## src/rtl/cpwm_pkg.sv

```systemverilog
package cpwm_pkg;

    parameter int CNT_W  = 8;
    parameter int SEL_W  = 2;
    parameter int DATA_W = 8;

    localparam int CTRL_W = SEL_W + 2;
    localparam int PRE_W  = (2 ** SEL_W) - 1;

    localparam logic [CNT_W-1:0] CMP_RESET = CNT_W'(8'hC8);

    typedef enum logic {
        ADDR_CTRL = 1'b0,
        ADDR_CMP  = 1'b1
    } reg_addr_e;

    // Field layout, MSB first: enable, invert, divide select
    typedef struct packed {
        logic             en;
        logic             inv;
        logic [SEL_W-1:0] div_sel;
    } ctrl_t;

    // Terminal count of the prescaler for divide 2**sel
    function automatic logic [PRE_W-1:0] div_limit(input logic [SEL_W-1:0] sel);
        logic [PRE_W:0] span;
        span      = '0;
        span[sel] = 1'b1;
        span      = span - 1'b1;
        return span[PRE_W-1:0];
    endfunction

endpackage

```

## src/rtl/cpwm_regs.sv

```systemverilog
module cpwm_regs
    import cpwm_pkg::*;
(
    input  logic              clk,
    input  logic              rst,
    input  logic              wr_en,
    input  logic              addr,
    input  logic [DATA_W-1:0] wdata,
    output ctrl_t             ctrl,
    output logic [CNT_W-1:0]  cmp_staged,
    output logic [DATA_W-1:0] rdata
);

    ctrl_t            ctrl_q;
    logic [CNT_W-1:0] cmp_q;
    logic             unused_wdata_hi;

    assign unused_wdata_hi = ^wdata[DATA_W-1:CTRL_W];

    always_ff @(posedge clk) begin
        if (rst) begin
            ctrl_q <= '0;
            cmp_q  <= CMP_RESET;
        end else if (wr_en) begin
            if (reg_addr_e'(addr) == ADDR_CTRL)
                ctrl_q <= ctrl_t'(wdata[CTRL_W-1:0]);
            else
                cmp_q  <= wdata[CNT_W-1:0];
        end
    end

    always_comb begin
        if (reg_addr_e'(addr) == ADDR_CTRL)
            rdata = DATA_W'(ctrl_q);
        else
            rdata = DATA_W'(cmp_q);
    end

    assign ctrl       = ctrl_q;
    assign cmp_staged = cmp_q;


    cmp_hold_chk: assert property (@(posedge clk) disable iff (rst)
        !wr_en |=> $stable(cmp_q) && $stable(ctrl_q));

endmodule

```

## src/rtl/cpwm_prescaler.sv

```systemverilog
module cpwm_prescaler
    import cpwm_pkg::*;
(
    input  logic             clk,
    input  logic             rst,
    input  logic             en,
    input  logic [SEL_W-1:0] div_sel,
    output logic             tick
);

    logic [PRE_W-1:0] pre_q;
    logic [PRE_W-1:0] limit;

    assign limit = div_limit(div_sel);
    // >= so that a smaller divide chosen mid-count still terminates at once
    assign tick  = en && (pre_q >= limit);

    always_ff @(posedge clk) begin
        if (rst || !en || tick)
            pre_q <= '0;
        else
            pre_q <= pre_q + 1'b1;
    end


    div8_spacing_chk: assert property (@(posedge clk) disable iff (rst)
        (en && div_sel == SEL_W'(3) && tick) |=> !tick);


    div1_every_cycle_chk: assert property (@(posedge clk) disable iff (rst)
        (en && div_sel == '0) |-> tick);

endmodule

```

## src/rtl/cpwm_counter.sv

```systemverilog
module cpwm_counter
    import cpwm_pkg::*;
(
    input  logic             clk,
    input  logic             rst,
    input  logic             en,
    input  logic             tick,
    input  logic [CNT_W-1:0] cmp_staged,
    output logic             active
);

    localparam logic [CNT_W-1:0] CNT_TOP = '1;

    logic [CNT_W-1:0] cnt_q;
    logic [CNT_W-1:0] cmp_live_q;
    logic             wrap;

    assign wrap = tick && (cnt_q == CNT_TOP);

    always_ff @(posedge clk) begin
        if (rst) begin
            cnt_q      <= '0;
            cmp_live_q <= CMP_RESET;
        end else if (!en) begin
            cnt_q      <= '0;
            cmp_live_q <= cmp_staged;
        end else begin
            if (tick)
                cnt_q <= cnt_q + 1'b1;
            if (wrap)
                cmp_live_q <= cmp_staged;
        end
    end

    assign active = cnt_q < cmp_live_q;


    cmp_only_at_wrap_chk: assert property (@(posedge clk) disable iff (rst)
        (en && !wrap) |=> $stable(cmp_live_q));


    count_step_chk: assert property (@(posedge clk) disable iff (rst)
        (en && tick) |=> cnt_q == $past(cnt_q) + 1'b1);


    idle_zero_chk: assert property (@(posedge clk) disable iff (rst)
        !en |=> cnt_q == '0);


    zero_cmp_chk: assert property (@(posedge clk) disable iff (rst)
        (cmp_live_q == '0) |-> !active);

endmodule

```

## src/rtl/cpwm_top.sv

```systemverilog
module cpwm_top
    import cpwm_pkg::*;
(
    input  logic       clk,
    input  logic       rst,
    input  logic       reg_wr,
    input  logic       reg_addr,
    input  logic [7:0] reg_wdata,
    output logic [7:0] reg_rdata,
    output logic       pwm_out
);

    ctrl_t            ctrl;
    logic [CNT_W-1:0] cmp_staged;
    logic             tick;
    logic             active;
    logic             out_q;

    cpwm_regs u_regs (
        .clk        (clk),
        .rst        (rst),
        .wr_en      (reg_wr),
        .addr       (reg_addr),
        .wdata      (reg_wdata),
        .ctrl       (ctrl),
        .cmp_staged (cmp_staged),
        .rdata      (reg_rdata)
    );

    cpwm_prescaler u_pre (
        .clk     (clk),
        .rst     (rst),
        .en      (ctrl.en),
        .div_sel (ctrl.div_sel),
        .tick    (tick)
    );

    cpwm_counter u_cnt (
        .clk        (clk),
        .rst        (rst),
        .en         (ctrl.en),
        .tick       (tick),
        .cmp_staged (cmp_staged),
        .active     (active)
    );

    // Registered output keeps the pin free of compare glitches
    always_ff @(posedge clk) begin
        if (rst)
            out_q <= 1'b0;
        else if (!ctrl.en)
            out_q <= ctrl.inv;
        else
            out_q <= active ^ ctrl.inv;
    end

    assign pwm_out = out_q;


    idle_level_chk: assert property (@(posedge clk) disable iff (rst)
        (!ctrl.en && !reg_wr) |=> pwm_out == ctrl.inv);

endmodule

```

## config.mk

```make
export PLATFORM = sky130hd
export DESIGN_NAME = cpwm_top
export DESIGN_NICKNAME = d
export VERILOG_FILES = /design/src/rtl/cpwm_pkg.sv /design/src/rtl/cpwm_regs.sv /design/src/rtl/cpwm_prescaler.sv /design/src/rtl/cpwm_counter.sv /design/src/rtl/cpwm_top.sv
export SDC_FILE = /design/constraint.sdc
export NUM_CORES = 1
export LEC_CHECK = 0
export ABC_AREA = 0
export BUFFER_PORTS_ARGS = -buffer_cell sky130_fd_sc_hd__clkbuf_2
export CORE_MARGIN = 2
export CORE_UTILIZATION = 50
export DETAILED_ROUTE_END_ITERATION = 16
export GPL_TIMING_DRIVEN = 0
export PLACE_DENSITY = 0.74
export RECOVER_POWER = 25
export SLEW_MARGIN = 20
export SYNTH_ARGS = -nofsm -noshare
export SYNTH_HDL_FRONTEND = slang
export SYNTH_HIERARCHICAL = 1
export SYNTH_SLANG_ARGS = --single-unit
```

## constraint.sdc

```tcl
create_clock -name clk -period 2.2 [get_ports clk]
set_input_delay 0.11 -clock clk [delete_from_list [all_inputs] [get_ports clk]]
set_output_delay 0.11 -clock clk [all_outputs]
set_load 0.05 [all_outputs]
```

==> tab_implementation.tex <==
\begin{tabular}{lr}
\hline
Metric & Value \\
\hline
\multicolumn{2}{l}{\textbf{Synthesis}} \\
Sequential cell area fraction in the yosys report & 36.70\% \\
Fraction of synthesized cell area taken by the top area cell type & 36.70\% \\
Most used flip-flop cell after synthesis & dfxtp\_1 \\
Flop and latch count out of synthesis & 32 \\
Distinct cell type count of the synthesized netlist & 42 \\
Cell types with the largest area share after synthesis & dfxtp\_1, ha\_1, mux2i\_1 \\
Dominant combinational cell family by area after synthesis & simple AND/OR/NAND/NOR gates \\
Leading post-synthesis cells by instance count & dfxtp\_1, nand2b\_1, mux2i\_1, nor2\_1 \\
Proportion of synthesized flip-flops having asynchronous set or reset & 0\% \\
Most frequent cell after synthesis & dfxtp\_1 \\
Number of cells produced by synthesis & 178 \\
Synthesized area per cell & 9.806 um\^{}2 \\
Post-synthesis mux area share & 11.18\% \\
Largest area contributor in the netlist & dfxtp\_1 \\
YS warnings & 6 \\
Share of the synthesized area in compound gates (AO/OA/AOI/OAI) & 10.25\% \\
EDFF count, synth & 0 \\
Share of synthesized cell area in full adder, half adder and majority cells & 8.602\% \\
Share of synthesized cell area in and, or, nand and nor gates & 25.23\% \\
Area of the mapped netlist & 0.001745 mm\^{}2 \\
Synthesized Nets & 202 \\
Synth Area in XOR/XNOR & 2.509\% \\
\multicolumn{2}{l}{\textbf{Floorplanning}} \\
Vertical extent of the die & 63.09 um \\
Row Count & 21 \\
Placeable core area & 0.003337 mm\^{}2 \\
Die width & 63.09 um \\
Area enclosed by the die boundary & 0.003980 mm\^{}2 \\
Initial Utilization & 52.31\% \\
Ports & 21 \\
\multicolumn{2}{l}{\textbf{Clocking}} \\
CTS tree & done \\
Clock transition at path regs & 100 ps \\
Clock network latency to the later pin of the worst-skew pair & 340 ps \\
Buffer type at the clock tree root & clkbuf\_4 \\
Cts-stage hold buffer count & 0 \\
Clock sinks & 32 \\
Number of buffers created by CTS & 5 \\
Max clock buf depth & 2 \\
H-tree depth reported by CTS & 2 \\
\multicolumn{2}{l}{\textbf{Global routing}} \\
Global-route wire length before repair & 5644 um \\
Number of global-route vias before repair & 1356 \\
Remaining global-route overflow & 0 \\
Global-route usage over all layers & 18.01\% \\
Maximum number of pins on one net before global-route repair & 20 \\
Initial antenna violation count & 0 \\
\multicolumn{2}{l}{\textbf{STA}} \\
Period Utilization, post-route & 95.80\% \\
Setup repair after global routing missed its margin & no \\
Maximum clock rate & 0.4745 GHz \\
Final critical path time including I/O delays and setup & 2108 ps \\
Actual slew at the worst max-slew pin & 748.4 ps \\
Setup slack after layout & 92.39 ps \\
Worst slew margin relative to its limit & 50.11\% \\
Clock Skew & 14.66 ps \\
Total count of hold-check failures in the final report & 0 \\
Total setup violations reported at the end of the flow & 0 \\
Worst Hold Slack & 22.16 ps \\
Final max-slew violation count & 0 \\
Total Neg Setup Slack & 0 ps \\
\multicolumn{2}{l}{\textbf{Detailed routing}} \\
Total via count in the routed design & 1301 \\
Average wire per cell in the routed design & 12.47 um \\
Number of routed nets with antenna violations & 0 \\
Ratio of routed vias to standard cells & 5.142 \\
Final wirelength & 3154 um \\
Count of TritonRoute iterations in the first routing pass & 4 \\
Starting DRC count in detailed routing & 40 \\
Remaining routing DRC violations & 0 \\
\multicolumn{2}{l}{\textbf{Layout}} \\
Layout Nets & 230 \\
Count of fill cells added during filler insertion & 314 \\
Share of layout cells above drive strength 1 & 26.09\% \\
Synth-to-Final Area Change & 14.19\% \\
Ant diodes & 0 \\
Fin area & 0.001993 mm\^{}2 \\
Footprint of the multi-input gates & 0.001026 mm\^{}2 \\
Combined flip-flop and latch cell area & 641.9 um\^{}2 \\
\multicolumn{2}{l}{\textbf{Placement}} \\
Worst-case setup slack after placement & -161.4 ps \\
Gpl congestion & 0.7671 \\
HPWL after detailed placement & 2363 um \\
Total cell area at the placement stage & 0.001903 mm\^{}2 \\
Port bufs & 20 \\
\multicolumn{2}{l}{\textbf{Worst setup path}} \\
Crit path DAT & 2330 ps \\
Cell-by-cell trace of the critical path & or2\_2, ha\_1, nor2b\_4, o21ai\_4, and2\_4, nand4\_4, o31a\_1, buf\_6, mux2i\_1 \\
Crit path largest cell delay & 350 ps \\
Setup CP Type & register to register \\
Crit path buffers/inverters & 1 \\
Cell at the slowest stage of the critical path & dfxtp\_2 \\
Family with the most delay on the worst path & simple AND/OR/NAND/NOR gates \\
Critical Path Sink Type & register \\
Kind of start point of the critical path & register \\
Crit path required time & 2430 ps \\
Peak fanout along the critical path & 8 \\
\multicolumn{2}{l}{\textbf{Hold path}} \\
Hold crit path type & primary input to register \\
\multicolumn{2}{l}{\textbf{Power}} \\
Power density of the placed cells & 569.8 mW/mm\^{}2 \\
Worst ir drop on vdd & 314.1 uV \\
Leakage component of the power & 0.8622 nW \\
Power Total & 1.136 mW \\
\multicolumn{2}{l}{\textbf{Status}} \\
Run status & complete, no violations \\
\multicolumn{2}{l}{\textbf{Run}} \\
Max Cap Viol & 0 \\
\hline
\end{tabular}
==> final timing paths <==
kind	startpoint	endpoint	slack [ps]	depth (start not counted)
hold reg to reg	u_cnt/cmp_live_q[5]	u_cnt/cmp_live_q[5]	480	2
setup / recovery	u_regs/ctrl[1]	u_cnt/cmp_live_q[4]	90	9
hold / removal	reg_wdata[0]	u_regs/ctrl[0]	20	3
setup reg to reg	u_regs/ctrl[1]	u_cnt/cmp_live_q[4]	90	9
==> report_power, final <==
group | total, mW | internal [mW] | switching [mW]
sequential | 0.613 | 0.598 | 0.0147
clock | 0.360 | 0.156 | 0.203
combinational | 0.163 | 0.0707 | 0.0926
==> area by class of cell <==
| type | count | share of cell area [%] |
|---|---|---|
| sequential | 32 | 32.20 |
| inverter | 12 | 2.260 |
| buffer | 6 | 2.323 |
| clock buffer | 7 | 2.762 |
| multi-input combinational | 127 | 51.48 |
| tap | 46 | 2.888 |
| clock inverter | 1 | 0.3766 |
| timing repair buffer | 22 | 5.712 |
==> worst min-delay path: cells and delay by family <==
| family | cells | cell delay (ps) |
|---|---|---|
| and+or+nand+nor | 1 | 70 |
| buffers and inverters | 1 | 80 |
| muxes | 1 | 60 |
==> registers in the layout (all words and copies together), names as in the netlist <==
register and flops:
u_regs/ctrl 4, u_pre/pre_q 3, pwm_out 1, u_cnt/cnt_q 8, u_regs/cmp_staged 8, u_cnt/cmp_live_q 8
==> cell usage in the layout, fill, tap and decap left out, drive strengths merged, types with 3 or more instances in the layout <==
cell type / netlist / final
a211o: 3 / 3
a21oi: 6 / 6
a31o: 3 / 3
and2: 6 / 6
and3: 4 / 4
buf: 4 / 5
clkbuf: 2 / 29
dfxtp: 32 / 32
ha: 12 / 12
inv: 12 / 12
mux2: 4 / 4
mux2i: 15 / 15
nand2: 8 / 8
nand2b: 22 / 22
nor2: 15 / 15
o21ai: 3 / 3
xnor2: 3 / 3
==> what timing repair did <==
| action | in CTS | in global routing |
|---|---|---|
| cloned | 0 | 0 |
| pin swaps | 1 | 0 |
| resized for setup | 3 | 1 |
| endpoints found under the setup margin | 12 | 8 |
| buffers inserted | 2 | 0 |
==> per-stage QoR <==
stage	cells	utilization [%]
6_report	253	59.73
5_1_grt	253	59.73
4_1_cts	253	59.54
3_5_place_dp	244	57.03
3_3_place_gp	244	57.03
2_1_floorplan	178	-
==> cell families after synthesis <==
kind of cell	count (synthesis)
xor gates and xnor gates	5
DFF	32
adders and majority gates	12
and+or+nand+nor	69
AOI/OAI and AO/OA	22
muxes	19
buffers and inverters	19
==> metal layers <==
layer	track usage (%)	routed length (um)	share of wire, %
met3	4.821	108	3.4
met1	19.37	1417	45
met5	0	0	0
met2	32.18	1541	49
met4	9.167	87	2.8
(Power assumes the default switching activity.)
